`src/rtl/pulse_seq_pkg.sv`:
```
package pulse_seq_pkg;

  typedef enum logic [1:0] {
    PH_IDLE = 2'd0,
    PH_ACQ  = 2'd1,
    PH_READ = 2'd2
  } phase_e;

  localparam int NUM_LINES = 3;
  localparam int LINE_ANA  = 0;
  localparam int LINE_ADC  = 1;
  localparam int LINE_DIG  = 2;

  // Which power lines each phase keeps on, indexed by LINE_*.
  function automatic logic [NUM_LINES-1:0] line_mask(input phase_e ph);
    logic [NUM_LINES-1:0] m;
    m = '0;
    if (ph == PH_ACQ) begin
      m = '1;
    end else if (ph == PH_READ) begin
      m[LINE_ADC] = 1'b1;
      m[LINE_DIG] = 1'b1;
    end
    return m;
  endfunction

endpackage

```
`src/rtl/pulse_phase_ctrl.sv`:
```
module pulse_phase_ctrl
  import pulse_seq_pkg::*;
#(
  parameter int ACQ_CYC  = 40000,
  parameter int RO_CYC   = 20000,
  parameter int IDLE_CYC = 7920000
) (
  input  logic   clk,
  input  logic   rst_n,
  input  logic   start_i,
  input  logic   ring_end_i,
  output phase_e phase_o,
  output phase_e phase_nxt_o
);

  localparam int MAX_A = (ACQ_CYC > RO_CYC) ? ACQ_CYC : RO_CYC;
  localparam int MAX_C = (MAX_A > IDLE_CYC) ? MAX_A : IDLE_CYC;
  localparam int CW    = $clog2(MAX_C + 1);

  phase_e          phase_q, phase_d;
  logic [CW-1:0]   cnt_q, cnt_d;
  logic            run_q, run_d;

  always_comb begin
    phase_d = phase_q;
    cnt_d   = cnt_q + 1'b1;
    run_d   = run_q;
    unique case (phase_q)
      PH_IDLE: begin
        if (!run_q) begin
          cnt_d = '0;
          if (start_i) begin
            phase_d = PH_ACQ;
            run_d   = 1'b1;
          end
        end else if (cnt_q == CW'(IDLE_CYC - 1)) begin
          phase_d = PH_ACQ;
          cnt_d   = '0;
        end
      end
      PH_ACQ: begin
        if (cnt_q == CW'(ACQ_CYC - 1)) begin
          phase_d = PH_READ;
          cnt_d   = '0;
        end
      end
      PH_READ: begin
        if (ring_end_i || cnt_q == CW'(RO_CYC - 1)) begin
          phase_d = PH_IDLE;
          cnt_d   = '0;
        end
      end
      default: begin
        phase_d = PH_IDLE;
        cnt_d   = '0;
      end
    endcase
  end

  always_ff @(posedge clk or negedge rst_n) begin
    if (!rst_n) begin
      phase_q <= PH_IDLE;
      cnt_q   <= '0;
      run_q   <= 1'b0;
    end else begin
      phase_q <= phase_d;
      cnt_q   <= cnt_d;
      run_q   <= run_d;
    end
  end

  assign phase_o     = phase_q;
  assign phase_nxt_o = phase_d;


  acq_next_chk: assert property (@(posedge clk) disable iff (!rst_n)
    (phase_q == PH_ACQ) |=> (phase_q == PH_ACQ || phase_q == PH_READ));

  read_next_chk: assert property (@(posedge clk) disable iff (!rst_n)
    (phase_q == PH_READ) |=> (phase_q == PH_READ || phase_q == PH_IDLE));

  idle_next_chk: assert property (@(posedge clk) disable iff (!rst_n)
    (phase_q == PH_IDLE) |=> (phase_q == PH_IDLE || phase_q == PH_ACQ));

  ring_end_chk: assert property (@(posedge clk) disable iff (!rst_n)
    (phase_q == PH_READ && ring_end_i) |=> (phase_q == PH_IDLE));

endmodule

```
`src/rtl/pulse_token_ring.sv`:
```
module pulse_token_ring
  import pulse_seq_pkg::*;
#(
  parameter int N_CHIPS = 24,
  parameter int TMO_CYC = 1024
) (
  input  logic               clk,
  input  logic               rst_n,
  input  phase_e             phase_i,
  input  logic [N_CHIPS-1:0] done_i,
  input  logic [N_CHIPS-1:0] evt_i,
  output logic [N_CHIPS-1:0] tok_o,
  output logic               ring_end_o,
  output logic               err_o
);

  localparam int IW = (N_CHIPS > 1) ? $clog2(N_CHIPS) : 1;
  localparam int HW = (TMO_CYC > 1) ? $clog2(TMO_CYC) : 1;

  logic [IW-1:0] idx_q, idx_d;
  logic [HW-1:0] hold_q, hold_d;
  logic          err_q, err_d;
  logic          in_rd, cur_done, cur_evt, tmo, adv, last;

  always_comb begin
    in_rd    = (phase_i == PH_READ);
    cur_done = done_i[idx_q];
    cur_evt  = evt_i[idx_q];
    tmo      = (hold_q == HW'(TMO_CYC - 1));
    adv      = in_rd && (cur_done || !cur_evt || tmo);
    last     = (idx_q == IW'(N_CHIPS - 1));

    idx_d  = idx_q;
    hold_d = hold_q + 1'b1;
    err_d  = err_q;
    if (!in_rd) begin
      idx_d  = '0;
      hold_d = '0;
    end else if (adv) begin
      hold_d = '0;
      if (!last) idx_d = idx_q + 1'b1;
      if (tmo && cur_evt && !cur_done) err_d = 1'b1;
    end
  end

  always_ff @(posedge clk or negedge rst_n) begin
    if (!rst_n) begin
      idx_q  <= '0;
      hold_q <= '0;
      err_q  <= 1'b0;
    end else begin
      idx_q  <= idx_d;
      hold_q <= hold_d;
      err_q  <= err_d;
    end
  end

  for (genvar g = 0; g < N_CHIPS; g++) begin : g_grant
    assign tok_o[g] = in_rd && (idx_q == IW'(g));
  end

  assign ring_end_o = adv && last;
  assign err_o      = err_q;


  tok_onehot_chk: assert property (@(posedge clk) disable iff (!rst_n)
    $onehot0(tok_o));

  tok_phase_chk: assert property (@(posedge clk) disable iff (!rst_n)
    (phase_i != PH_READ) |-> (tok_o == '0));

  tok_order_chk: assert property (@(posedge clk) disable iff (!rst_n)
    (phase_i == PH_READ && $past(phase_i) == PH_READ) |-> (idx_q >= $past(idx_q)));

  err_sticky_chk: assert property (@(posedge clk) disable iff (!rst_n)
    err_q |=> err_q);

endmodule

```
`src/rtl/pulse_power_gate.sv`:
```
module pulse_power_gate
  import pulse_seq_pkg::*;
(
  input  logic   clk,
  input  logic   rst_n,
  input  phase_e phase_nxt_i,
  output logic   ana_o,
  output logic   adc_o,
  output logic   dig_o
);

  logic [NUM_LINES-1:0] en_q, en_d;

  assign en_d = line_mask(phase_nxt_i);

  for (genvar l = 0; l < NUM_LINES; l++) begin : g_line
    always_ff @(posedge clk or negedge rst_n) begin
      if (!rst_n) en_q[l] <= 1'b0;
      else        en_q[l] <= en_d[l];
    end
  end

  assign ana_o = en_q[LINE_ANA];
  assign adc_o = en_q[LINE_ADC];
  assign dig_o = en_q[LINE_DIG];


  ana_dep_chk: assert property (@(posedge clk) disable iff (!rst_n)
    ana_o |-> (adc_o && dig_o));

endmodule

```
`src/rtl/pulse_ring_seq.sv`:
```
module pulse_ring_seq
  import pulse_seq_pkg::*;
#(
  parameter int N_CHIPS  = 24,
  parameter int ACQ_CYC  = 40000,
  parameter int RO_CYC   = 20000,
  parameter int IDLE_CYC = 7920000,
  parameter int TMO_CYC  = 1024
) (
  input  logic               clk,
  input  logic               rst_n,
  input  logic               start_i,
  input  logic [N_CHIPS-1:0] chip_done_i,
  input  logic [N_CHIPS-1:0] chip_evt_i,
  output logic               pwr_ana_o,
  output logic               pwr_adc_o,
  output logic               pwr_dig_o,
  output logic [N_CHIPS-1:0] tok_o,
  output logic [1:0]         phase_o,
  output logic               tok_err_o
);

  logic   rst_meta_q, rst_sync_q;
  phase_e phase_q, phase_nxt;
  logic   ring_end;

  always_ff @(posedge clk or negedge rst_n) begin
    if (!rst_n) begin
      rst_meta_q <= 1'b0;
      rst_sync_q <= 1'b0;
    end else begin
      rst_meta_q <= 1'b1;
      rst_sync_q <= rst_meta_q;
    end
  end

  pulse_phase_ctrl #(
    .ACQ_CYC (ACQ_CYC),
    .RO_CYC  (RO_CYC),
    .IDLE_CYC(IDLE_CYC)
  ) u_phase (
    .clk        (clk),
    .rst_n      (rst_sync_q),
    .start_i    (start_i),
    .ring_end_i (ring_end),
    .phase_o    (phase_q),
    .phase_nxt_o(phase_nxt)
  );

  pulse_token_ring #(
    .N_CHIPS(N_CHIPS),
    .TMO_CYC(TMO_CYC)
  ) u_ring (
    .clk       (clk),
    .rst_n     (rst_sync_q),
    .phase_i   (phase_q),
    .done_i    (chip_done_i),
    .evt_i     (chip_evt_i),
    .tok_o     (tok_o),
    .ring_end_o(ring_end),
    .err_o     (tok_err_o)
  );

  pulse_power_gate u_power (
    .clk        (clk),
    .rst_n      (rst_sync_q),
    .phase_nxt_i(phase_nxt),
    .ana_o      (pwr_ana_o),
    .adc_o      (pwr_adc_o),
    .dig_o      (pwr_dig_o)
  );

  assign phase_o = phase_q;


  rst_out_chk: assert property (@(posedge clk)
    (!rst_sync_q) |-> (tok_o == '0 && !tok_err_o && !pwr_ana_o && phase_o == 2'd0));

endmodule

```
`config.mk`:
```
export PLATFORM = sky130hd
export DESIGN_NAME = pulse_ring_seq
export DESIGN_NICKNAME = d
export VERILOG_FILES = /design/src/rtl/pulse_seq_pkg.sv /design/src/rtl/pulse_phase_ctrl.sv /design/src/rtl/pulse_token_ring.sv /design/src/rtl/pulse_power_gate.sv /design/src/rtl/pulse_ring_seq.sv
export SDC_FILE = /design/constraint.sdc
export NUM_CORES = 1
export LEC_CHECK = 0
export BUFFER_PORTS_ARGS = -buffer_cell sky130_fd_sc_hd__buf_2
export CAP_MARGIN = 5
export CORE_UTILIZATION = 45
export DETAILED_ROUTE_END_ITERATION = 16
export GPL_TIMING_DRIVEN = 0
export PLACE_DENSITY = 0.7
export SYNTH_ARGS = -nofsm -noshare
export SYNTH_HDL_FRONTEND = slang
export SYNTH_SLANG_ARGS = --single-unit
```
`constraint.sdc`:
```
create_clock -name clk -period 2.1 [get_ports clk]
set_clock_uncertainty 0.15 [all_clocks]
set_input_delay 0.105 -clock clk [delete_from_list [all_inputs] [get_ports clk]]
set_output_delay 0.105 -clock clk [all_outputs]
set_load 0.1 [all_outputs]
```
# Word-level counts from Yosys, hierarchy flattened
# Index checks and enable logic that the tools add are counted.
# op_classes
n_reduce_logical,37
eq_ne,33
n_lt_le_gt_ge,1
muxes,25
n_addsub,3
# op_table
cell,count
$mux W23,4
$pmux W23 S3,1
$eq A5 B4 Y1 const B,8
$eq A5 B5 Y1 const B,8
$logic_and A1 B1 Y1,28
$add A23 B1 Y23 const B,1
$eq A23 B15 Y1 const B,1
$eq A23 B16 Y1 const B,1
$eq A23 B23 Y1 const B,1
$eq A5 B3 Y1 const B,4
$mux W10,2
$mux W5,3
$mux W2,7
$add A10 B1 Y10 const B,1
$bmux W1 S5,2
$eq A10 B10 Y1 const B,1
$eq A5 B2 Y1 const B,2
$lt A5 B6 Y1 const B,1
$pmux W2 S3,1
$add A5 B1 Y5 const B,1
$eq A5 B1 Y1 const B,1
$logic_not A5 Y1,1
$mux W1,5
$eq A2 B1 Y1 const B,2
other kinds (7),12
# word_totals
wordCells,110
out_inout_bits,30
inputBits,51
register_bits,47

# Depth between registers and ports, before layout
# Gate-level depths: netlist (run 1).
# depth
ltp_word,13
ltp_mapped,11
depth_no_buf,9

# Hierarchy
# A second synthesis (run 1) with hierarchy kept.
# hier_totals
cells_unflattened,315
hier_area_um2,2979.1
# by_module_without_submodules
module,seq_area_each_um2,cells_each,area_each_um2,instances
pulse_token_ring,400.4,164,1448.9,1
pulse_phase_ctrl,650.6,142,1398.8,1
pulse_power_gate,50.0,6,77.6,1
pulse_ring_seq,50.0,3,53.8,1

# Worst setup path before layout (run 1)
# No wires, ideal clock.
# synth_timing
kind,register to register
start,register u_phase.phase_q[1] (netlist: u_phase.phase_o[1])
end,register u_ring.idx_q[3]
arrival_time_ns,3.012
path_buffers,1
setup_slack_ns,-1.140
setup_time_ns,0.078
path_stages_with_launch,9
path_cell_list,dfrtp_1 > nand2b_1 > clkbuf_1 > nor2_1 > nand3_1 > inv_1 > nor3_1 > a21o_2 > a21oi_1
# synth_between
elab_chain_len,4
elab_cells_between_ends,6
# synth_rtl
element,line,source
start: declaration,pulse_phase_ctrl.sv:20,"phase_e phase_q, phase_d;"
start signal: assignment,pulse_phase_ctrl.sv:66,phase_q <= phase_d;
$eq A2 B2 Y1 (*),pulse_token_ring.sv:26,in_rd = (phase_i == PH_READ);
$logic_and A1 B1 Y1,pulse_token_ring.sv:30,adv = in_rd && (cur_done || !cur_evt || tmo);
$ne A2 B2 Y1 (no line),--,
$reduce_and A2 Y1 (no line),--,
end signal: assignment,pulse_token_ring.sv:52,idx_q <= idx_d;
end: declaration,pulse_token_ring.sv:20,"logic [IW-1:0] idx_q, idx_d;"
# Mark *: on every way between the ends. The rest lies on a longest branch, timed or not.
# A chain may end at the register's enable or synchronous reset.

# Worst setup path in the final report (run 1)
# layout_timing
start,register u_ring.idx_q[0]
end,register u_ring.idx_q[0]
# layout_between
elab_chain_len,8
elab_cells_between_ends,16
# layout_rtl
element,line,source
$bmux W1 S5,pulse_token_ring.sv:28,cur_evt = evt_i[idx_q];
$mux W1 (implied by the code),pulse_token_ring.sv:28,
$logic_not A1 Y1,pulse_token_ring.sv:30,
$logic_or A1 B1 Y1 (2 in series),pulse_token_ring.sv:30,
$logic_and A1 B1 Y1,pulse_token_ring.sv:30,
$ne A2 B2 Y1 (no line),--,
$reduce_and A2 Y1 (no line),--,
# Several ways; a longest one is shown, not always the timed one. The select of a mux whose other input is x is not followed.

==> results.sh, run 1 <==
export IMPL_status="complete, but fails checks"
export IMPL_violations="negative setup slack"
export IMPL_critical_path_max_stage_delay_ns=0.53
export IMPL_cp_slowest_cell="mux4_2"
export IMPL_reg2reg_from="u_ring.idx_q[0]$_DFFE_PN0P_"
export IMPL_cts_buffers=5
export IMPL_place_detailed_hpwl_um=5170
export IMPL_pwr_density_cell_mw_per_mm2=696
export IMPL_combPwrFrac_pct=47.4
export IMPL_final_cell_mix="buf_2 (57), dfrtp_1 (40), nor2_2 (25)"
export IMPL_rsz0062_at_grt="true"
export IMPL_rows=28
export IMPL_drv_slew=0
export IMPL_synth_area_per_cell_um2=9.41
export IMPL_dr_pass1_iters=4
export IMPL_worstPathArrival_ns=2.52
export IMPL_cp_end_kind="register"
export IMPL_p_switching_w=0.00118
export IMPL_final_common_cell="buf_2"
export IMPL_hold_viol=0
export IMPL_wl_per_cell_um=17.0
export IMPL_synth_flop_cell="dfrtp_1"
export IMPL_drive_gt1_share_pct=54.5
export IMPL_cp_max_fo=7
export IMPL_crit_start="u_ring.idx_q[0]$_DFFE_PN0P_"
export IMPL_nets=484
export IMPL_drv_cap=0
export IMPL_wirelength_um=8530
export IMPL_crit_path_cell_trace="buf_6, mux4_2, mux2i_4, a211oi_4, a32o_2, a31oi_4, nand2_2, mux2_4"
export IMPL_die_area_mm2=0.00679
export IMPL_fp_dieW_um=82.4
export IMPL_seq_area_frac_synth_pct=39.6
export IMPL_hp_class="reg2async"
export IMPL_dp_slack_ns=-0.579
export IMPL_drtIter0Drc=138
export IMPL_syn_area_mm2=0.00291
export IMPL_clk_pin_slew_ns=0.10
export IMPL_required_ns=2.14
export IMPL_clock_power_share_pct=21.1
export IMPL_top_level_ports=81
export IMPL_cp_start_kind="register"
export IMPL_drcViolationCount=0
export IMPL_intPower_w=0.00205
export IMPL_coreArea_mm2=0.00606
export IMPL_sw_frac_of_total_pct=36.5
export IMPL_finalSetupTns_ns=-10.59
export IMPL_synth_cell_types=50
export IMPL_n_antenna_cell=0
export IMPL_period_needed_ns=2.48
export IMPL_antenna_found_initial=0
export IMPL_final_antenna_net_count=0
export IMPL_synth_seq_cells=46
export IMPL_vias=2761
export IMPL_async_reset_ff_share_pct=100
export IMPL_cts_max_level=2
export IMPL_io_buffers=80
export IMPL_avgViaCountPerCell=5.51
export IMPL_fin_ws_ns=-0.378
export IMPL_cts_root_buf="clkbuf_8"
export IMPL_cts_tree="done"
export IMPL_initial_core_util_pct=48.0
export IMPL_grt_overflow_total=0
export IMPL_track_usage_pct=23.5
export IMPL_grt_pass1_wl_um=12000
export IMPL_area_growth_pct=59.7
export IMPL_min_period_over_period_pct=118
export IMPL_grt_max_degree=39
export IMPL_seqPwrFrac_pct=31.4
export IMPL_die_y_um=82.4
export IMPL_holdWs_ns=0.0958
export IMPL_fmax_mhz=403
export IMPL_synthCells=309
export IMPL_syn_nets=368
export IMPL_synth_edf_count=0
export IMPL_cts_buffer_depth=2
export IMPL_cts_sinks=46
export IMPL_place_congestion=0.871
export IMPL_first_global_vias=2613
export IMPL_ys_warnings_count=0
export IMPL_clk_latency_ns=0.31
export IMPL_power_leakage_nw=1.99
export IMPL_crit_type="reg2reg"
export IMPL_setup_viol=51
export IMPL_fillers=366
export IMPL_peakVddDrop_mv=0.569
[layout make-up]
class | count | area (um2) | share of cell area [%]
well taps | 75 | 93.8 | 2.02
inverters | 15 | 72.6 | 1.56
repair buffers | 109 | 1030 | 22.1
plain buffers | 11 | 114 | 2.45
clock inverters | 3 | 48.8 | 1.05
flip-flops and latches | 46 | 1160 | 25.1
clock buffers | 5 | 68.8 | 1.48
multi-input cells | 237 | 2050 | 44.2
[kinds of logic after synthesis]
family | after synthesis | synth area share, %
AOI/OAI and AO/OA | 24 | 6.63
xor gates and xnor gates | 29 | 8.74
adders and majority gates | 8 | 3.44
buffers and inverters | 26 | 4.39
DFF | 46 | 39.6
muxes | 15 | 9.04
other | 1 | 0.129
and+or+nand+nor | 160 | 28.1
[final timing paths]
check	to	slack, ns	depth (start not counted)
worst min register to register	u_ring.hold_q[4]$_DFF_PN0_	0.1	1
max in group asynchronous	u_ring.err_o$_DFFE_PN0P_	1.03	1
min in group clk	rst_sync_q$_DFF_PN0_	0.19	0
worst max-delay path	u_ring.idx_q[0]$_DFFE_PN0P_	-0.38	8
worst min-delay path	u_ring.hold_q[4]$_DFF_PN0_	0.1	1
worst max register to register	u_ring.idx_q[0]$_DFFE_PN0P_	-0.38	8
[state kept, by name (all words and copies together) (netlist names)]
register	cells
u_power.adc_o	1
rst_sync_q	1
u_ring.hold_q	10
u_phase.run_q	1
u_phase.phase_o	2
u_phase.cnt_q	23
u_ring.idx_q	5
u_power.ana_o	1
u_ring.err_o	1
rst_meta_q	1
[metal layers]
layer | up-vias | wire length [um] | global-route usage [%]
li1 | 1306 | - | -
met1 | 1352 | 3270 | 27.5
met2 | 83 | 4840 | 45.3
met3 | 20 | 253 | 2.75
met4 | 0 | 173 | 5.26
met5 | - | 0 | 0
[power groups by stage]
| stage | clock network, W | logic [W] | registers [W] |
|---|---|---|---|
| after floorplan | 0 | 0.000733 | 0.00104 |
| after global placement | 0 | 0.000925 | 0.00104 |
| after detailed placement | 0 | 0.000955 | 0.00103 |
| after CTS | 0.000704 | 0.00131 | 0.00101 |
| after global routing | 0.000731 | 0.00163 | 0.00103 |
| final | 0.000683 | 0.00153 | 0.00102 |
[worst max-delay path, delay by kind of cell, from the launching register on]
| family | cells | cell delay [ns] |
|---|---|---|
| buffers and inverters | 1 | 0.16 |
| AND/OR/NAND/NOR | 1 | 0.11 |
| flip-flops | 1 | 0.37 |
| multiplexers | 3 | 1.03 |
| AO/OA/AOI/OAI | 3 | 0.54 |
[cell usage after synthesis, types with 2 or more instances]
cell type,instances,share of area [%]
mux4_2,6,4.6
and4_1,3,0.90
nand2b_1,7,1.5
mux2i_1,6,2.1
nor4_1,7,1.5
inv_1,13,1.7
and2_1,16,3.4
a31oi_1,2,0.43
a211oi_1,2,0.52
nor2b_1,2,0.43
buf_2,3,0.52
o311ai_0,3,0.90
o21ai_0,2,0.34
nor3_1,10,1.7
nor2_1,47,6.1
buf_6,3,1.2
a21oi_1,4,0.69
and3_1,14,3.0
nand4_1,6,1.3
nand2_1,19,2.5
dfrtp_1,46,40
xor2_1,21,6.3
mux4_1,2,1.8
clkbuf_1,4,0.52
ha_1,8,3.4
xnor2_1,8,2.4
nand3_1,22,3.8
[per-stage QoR]
stage / power (W) / util [%] / area (um2) / cells
detailed placement: 0.00199 / 58.0 / 3520 / 465
floorplan: 0.00178 / - / 3000 / 309
finish: 0.00323 / 76.6 / 4640 / 501
CTS: 0.00303 / 70.6 / 4280 / 492
global placement: 0.00197 / 57.7 / 3500 / 464
global route: 0.00338 / 76.6 / 4640 / 501
[what timing repair did]
| action | CTS | global route |
|---|---|---|
| hold endpoints to repair | 9 | 0 |
| hold buffers | 4 | 0 |
| pin swaps | 19 | 15 |
| resized for setup | 122 | 76 |
| gates cloned | 2 | 1 |
| setup buffers | 13 | 9 |
| setup endpoints to repair | 67 | 67 |
Power figures use the tool's default switching activity.
==> run 2, diff against run 1 <==
--- a/config.mk
+++ b/config.mk
@@ -7,10 +7,12 @@
 export LEC_CHECK = 0
 export BUFFER_PORTS_ARGS = -buffer_cell sky130_fd_sc_hd__buf_2
 export CAP_MARGIN = 5
+export CORE_MARGIN = 2
 export CORE_UTILIZATION = 45
 export DETAILED_ROUTE_END_ITERATION = 16
 export GPL_TIMING_DRIVEN = 0
-export PLACE_DENSITY = 0.7
+export PLACE_DENSITY = 0.73
 export SYNTH_ARGS = -nofsm -noshare
 export SYNTH_HDL_FRONTEND = slang
 export SYNTH_SLANG_ARGS = --single-unit
+export TNS_END_PERCENT = 5
==> constraint.sdc (replaced) <==
create_clock -name clk -period 2.25 [get_ports clk]
set_clock_uncertainty 0.15 [all_clocks]
set_input_delay 0.1125 -clock clk [delete_from_list [all_inputs] [get_ports clk]]
set_output_delay 0.1125 -clock clk [all_outputs]
set_load 0.1 [all_outputs]
==> run 2 against run 1 <==
- the run still ends with negative setup slack left
- clock-buffer cell count stayed put
- wire length fell by 15%
- utilization decreased by 15 points
- sequential share of layout area rose by 4.9 points
- combinational power down 33%
- register-to-register slack gained 0.13 ns
- clock power increased by 7.5%
- critical endpoint is now u_phase.cnt_q[8]$_DFF_PN0_
==> results.sh, run 2 (same netlist as run 1, synthesis figures left out) <==
export IMPL_violations="negative setup slack"
export IMPL_largest_register="u_phase.cnt_q"
export IMPL_drtIter0Drc=97
export IMPL_r2r_worst_path_cells=11
export IMPL_clk_latency_ns=0.30
export IMPL_fillers=550
export IMPL_final_cell_mix="buf_2 (58), nor2_1 (46), dfrtp_1 (42)"
export IMPL_hp_class="reg2async"
export IMPL_die_area_mm2=0.00712
export IMPL_crit_cells=11
export IMPL_crit_buf_inv=5
export IMPL_fmax_mhz=400
export IMPL_cts_sinks=46
export IMPL_hold_viol=0
export IMPL_initial_core_util_pct=46.1
export IMPL_rsz0062_at_grt="true"
export IMPL_fin_ws_ns=-0.252
export IMPL_place_congestion=0.927
export IMPL_status="complete, but fails checks"
export IMPL_cts_root_buf="clkbuf_8"
export IMPL_final_antenna_net_count=0
export IMPL_avgViaCountPerCell=5.27
export IMPL_drive_gt1_share_pct=34.8
export IMPL_rows=29
export IMPL_min_period_over_period_pct=111
export IMPL_drcViolationCount=0
export IMPL_largest_reg_flops=23
export IMPL_multiInputGateArea_mm2=0.00172
export IMPL_final_cell_count_no_fill=488
export IMPL_crit_top_cell="buf_6"
export IMPL_cp_max_fo=10
export IMPL_cp_slowest_cell="dfrtp_1"
export IMPL_drv_slew=0
export IMPL_final_common_cell="buf_2"
export IMPL_cts_max_level=2
export IMPL_grt_pass1_wl_um=11900
export IMPL_top_level_ports=81
export IMPL_grt_overflow_total=0
export IMPL_wirelength_um=7220
export IMPL_dr_pass1_iters=4
export IMPL_dp_cells=467
export IMPL_crit_family="compound AO/OA/AOI/OAI gates"
export IMPL_holdWs_ns=0.0836
export IMPL_place_detailed_hpwl_um=5210
export IMPL_power_leakage_nw=1.83
export IMPL_cts_buffer_depth=2
export IMPL_vias=2572
export IMPL_io_buffers=80
export IMPL_pwr_density_cell_mw_per_mm2=698
export IMPL_nets=469
export IMPL_required_ns=2.29
export IMPL_drv_cap=0
export IMPL_wl_per_cell_um=14.8
export IMPL_n_antenna_cell=0
export IMPL_area_growth_pct=33.2
export IMPL_die_y_um=84.4
export IMPL_reg_largest_list="u_phase.cnt_q (23), u_ring.hold_q (10), u_ring.idx_q (5)"
export IMPL_crit_type="reg2reg"
export IMPL_setup_viol=43
export IMPL_worstPathArrival_ns=2.54
export IMPL_grt_max_degree=39
export IMPL_cp_end_kind="register"
export IMPL_critical_path_max_stage_delay_ns=0.39
export IMPL_cp_start_kind="register"
export IMPL_regArea_mm2=0.00116
export IMPL_track_usage_pct=20.5
export IMPL_coreArea_mm2=0.00631
export IMPL_peakVddDrop_mv=0.665
export IMPL_first_global_vias=2636
export IMPL_cts_buffers=5
export IMPL_cts_tree="done"
export IMPL_fp_dieW_um=84.4
export IMPL_clk_pin_slew_ns=0.09
export IMPL_period_needed_ns=2.50
export IMPL_antenna_found_initial=0
export IMPL_power_w=0.00270
export IMPL_crit_path_cell_trace="buf_6, buf_6, inv_4, mux2i_1, o311ai_1, nor3_2, a211o_1, buf_4, a2bb2oi_4, buf_6, nor2_1"
==> run 2: repair_timing <==
action / in CTS / in global routing
pin swaps: 8 / 7
resized for setup: 34 / 14
endpoints found under the hold margin: 9 / 0
setup endpoints to repair: 66 / 64
hold buffers: 4 / 0
buffers inserted: 5 / 4
==> run 2: metrics by stage <==
stage / worst slack, ns / setup TNS (ns) / utilization, % / area, um2
6_report: -0.252 / -7.97 / 61.3 / 3870
2_1_floorplan: -0.124 / -1.71 / - / 2950
4_1_cts: -0.254 / -4.12 / 59.9 / 3780
3_5_place_dp: -0.430 / -11.31 / 54.9 / 3470
3_3_place_gp: -0.416 / -11.21 / 54.6 / 3450
5_1_grt: -0.365 / -13.18 / 61.3 / 3870
==> run 2: final timing paths <==
kind                            slack, ns                    endpoint                   startpoint
worst max register to register      -0.25  u_phase.cnt_q[8]$_DFF_PN0_  u_ring.idx_q[0]$_DFFE_PN0P_
min in group clk                     0.21        rst_sync_q$_DFF_PN0_         rst_meta_q$_DFF_PN0_
worst max-delay path                -0.25  u_phase.cnt_q[8]$_DFF_PN0_  u_ring.idx_q[0]$_DFFE_PN0P_
max in group asynchronous            1.19  u_ring.hold_q[9]$_DFF_PN0_         rst_sync_q$_DFF_PN0_
worst min-delay path                 0.08  u_ring.hold_q[4]$_DFF_PN0_         rst_sync_q$_DFF_PN0_
worst min register to register       0.08  u_ring.hold_q[4]$_DFF_PN0_         rst_sync_q$_DFF_PN0_
==> run 2: layer usage <==
metal | share of wire, % | track usage [%]
met1 | 40 | 23.6
met2 | 55 | 39.2
met3 | 4.0 | 3.54
met4 | 1.1 | 4.91
met5 | 0 | 0
==> run 2: worst register-to-register path, cell delays in order (launching register included) <==
cell,delay (ns)
dfrtp_1,0.39
buf_6,0.16
buf_6,0.17
inv_4,0.07
mux2i_1,0.11
o311ai_1,0.31
nor3_2,0.11
a211o_1,0.34
buf_4,0.15
a2bb2oi_4,0.20
buf_6,0.18
nor2_1,0.07
==> run 2: cell type report <==
| cell class | instances | area share (%) |
|---|---|---|
| buffer | 11 | 2.33 |
| clock buffer | 5 | 1.78 |
| clock inverter | 3 | 1.78 |
| inverter | 15 | 1.62 |
| multi-input combinational | 237 | 44.5 |
| sequential | 46 | 30.0 |
| tap | 77 | 2.49 |
| timing repair buffer | 94 | 15.5 |
==> run 2: report_power, final <==
part	internal [W]	leakage, nW	switching, W
Sequential	0.000881	0.613	0.0000601
Clock	0.000445	0.0683	0.000289
Combinational	0.000456	1.15	0.000570
Total	0.00178	1.83	0.000920
==> run 3, diff against run 2 <==
--- a/config.mk
+++ b/config.mk
@@ -11,6 +11,7 @@
 export CORE_UTILIZATION = 45
 export DETAILED_ROUTE_END_ITERATION = 16
 export GPL_TIMING_DRIVEN = 0
+export MAX_ROUTING_LAYER = met4
 export PLACE_DENSITY = 0.73
 export SYNTH_ARGS = -nofsm -noshare
 export SYNTH_HDL_FRONTEND = slang
==> run 3 against run 2 <==
- first-iteration DRC count up 2.1%
- critical path type unchanged
- setup slack got worse by 0.0025 ns
- hold slack lost 0.0041 ns
- the flow still finishes with violations (negative setup slack)
==> results.sh, run 3 (same netlist as run 1, synthesis figures left out) <==
export IMPL_grt_pass1_wl_um=11900
export IMPL_drv_cap=0
export IMPL_fp_dieW_um=84.4
export IMPL_die_area_mm2=0.00712
export IMPL_fmax_mhz=399
export IMPL_n_antenna_cell=0
export IMPL_cts_root_buf="clkbuf_8"
export IMPL_reg_largest_list="u_phase.cnt_q (23), u_ring.hold_q (10), u_ring.idx_q (5)"
export IMPL_worstReg2RegEnd="u_phase.cnt_q[8]$_DFF_PN0_"
export IMPL_pwr_density_cell_mw_per_mm2=698
export IMPL_drcViolationCount=0
export IMPL_wirelength_um=7230
export IMPL_avgViaCountPerCell=5.28
export IMPL_die_y_um=84.4
export IMPL_final_antenna_net_count=0
export IMPL_endpoint="u_phase.cnt_q[8]$_DFF_PN0_"
export IMPL_fin_ws_ns=-0.254
export IMPL_clk_pin_slew_ns=0.10
export IMPL_required_ns=2.29
export IMPL_cts_max_level=2
export IMPL_cts_tree="done"
export IMPL_track_usage_pct=21.1
export IMPL_cts_sinks=46
export IMPL_regArea_mm2=0.00116
export IMPL_cp_max_fo=10
export IMPL_initial_core_util_pct=46.1
export IMPL_top_level_ports=81
export IMPL_post_route_util_pct=61.3
export IMPL_placed_area_mm2=0.00347
export IMPL_holdWs_ns=0.0795
export IMPL_grt_overflow_total=0
export IMPL_reg2reg_slack_ns=-0.25
export IMPL_vias=2575
export IMPL_cp_start_kind="register"
export IMPL_coreArea_mm2=0.00631
export IMPL_place_congestion=0.944
export IMPL_dp_slack_ns=-0.430
export IMPL_crit_start="u_ring.idx_q[0]$_DFFE_PN0P_"
export IMPL_hold_viol=0
export IMPL_cts_buffers=5
export IMPL_hp_class="reg2async"
export IMPL_finalInstanceArea_mm2=0.00387
export IMPL_cp_end_kind="register"
export IMPL_reg2reg_from="u_ring.idx_q[0]$_DFFE_PN0P_"
export IMPL_antenna_found_initial=0
export IMPL_r2r_worst_path_cells=11
export IMPL_io_buffers=80
export IMPL_power_leakage_nw=1.83
export IMPL_clk_latency_ns=0.30
export IMPL_worstPathArrival_ns=2.55
export IMPL_multiInputGateArea_mm2=0.00172
export IMPL_peakVddDrop_mv=0.665
export IMPL_final_cell_mix="buf_2 (58), nor2_1 (46), dfrtp_1 (42)"
export IMPL_final_cell_count_no_fill=488
export IMPL_fillers=550
export IMPL_wl_per_cell_um=14.8
export IMPL_grt_max_degree=39
export IMPL_cts_buffer_depth=2
export IMPL_rows=29
export IMPL_drtIter0Drc=99
export IMPL_area_growth_pct=33.2
export IMPL_largest_register="u_phase.cnt_q"
export IMPL_final_common_cell="buf_2"
export IMPL_dp_cells=467
export IMPL_place_detailed_hpwl_um=5210
export IMPL_crit_type="reg2reg"
export IMPL_drive_gt1_share_pct=34.8
export IMPL_largest_reg_flops=23
export IMPL_drv_slew=0
export IMPL_nets=469
export IMPL_rsz0062_at_grt="true"
export IMPL_period_needed_ns=2.50
export IMPL_dr_pass1_iters=4
export IMPL_setup_viol=43
export IMPL_min_period_over_period_pct=111
export IMPL_status="complete, but fails checks"
export IMPL_first_global_vias=2633
export IMPL_violations="negative setup slack"
[run 3: cell counts in the layout (fill, tap and decap cells not counted)]
Identical to the previous run, type by type.
[run 3: per-layer routing]
metal,up-vias,track usage (%),part of all wire (%)
met3,8,3.54,4.5
li1,1276,-,-
met2,69,39.2,54
met5,-,-,0
met4,0,4.91,1.0
met1,1222,23.6,40
[run 3: timing repair]
item	CTS	global route
endpoints found under the setup margin	66	64
gates resized for setup	34	14
buffers inserted	5	4
pin swaps	8	7
endpoints found under the hold margin	9	0
hold buffers	4	0
[run 3: critical path: stages, from the launching register on]
cell       delay [ns]
dfrtp_1          0.39
buf_6            0.16
buf_6            0.17
inv_4            0.07
mux2i_1          0.11
o311ai_1         0.31
nor3_2           0.11
a211o_1          0.34
buf_4            0.15
a2bb2oi_4        0.20
buf_6            0.18
nor2_1           0.06
[run 3: area by class of cell]
cell class	instances	area share, %
inverter	15	1.62
sequential	46	30.0
buffer	11	2.33
timing repair buffer	94	15.5
clock buffer	5	1.78
clock inverter	3	1.78
tap	77	2.49
multi-input combinational	237	44.5
[run 3: worst min path at each step]
stage | slack [ns] | cells after the start | startpoint | to
floorplan | -0.33 | 0 | rst_n | rst_meta_q$_DFF_PN0_
global placement | -0.25 | 1 | rst_n | rst_sync_q$_DFF_PN0_
detailed placement | -0.25 | 1 | rst_n | rst_meta_q$_DFF_PN0_
CTS | 0.1 | 1 | rst_sync_q$_DFF_PN0_ | u_ring.idx_q[3]$_DFFE_PN0P_
global route | 0.11 | 1 | rst_sync_q$_DFF_PN0_ | u_ring.hold_q[4]$_DFF_PN0_
finish | 0.08 | 1 | rst_sync_q$_DFF_PN0_ | u_ring.hold_q[4]$_DFF_PN0_
[run 3: power breakdown]
group / internal [W] / leakage, nW / total [W] / switching, W
combinational: 0.000456 / 1.15 / 0.00103 / 0.000572
clock: 0.000445 / 0.0683 / 0.000735 / 0.000290
sequential: 0.000881 / 0.613 / 0.000941 / 0.0000601
total: 0.00178 / 1.83 / 0.00270 / 0.000922
[run 3: stage by stage]
step / setup TNS (ns) / power (W)
finish: -8.12 / 0.00270
global route: -13.18 / 0.00284
CTS: -4.12 / 0.00265
detailed placement: -11.31 / 0.00182
global placement: -11.21 / 0.00180
floorplan: -1.71 / 0.00163
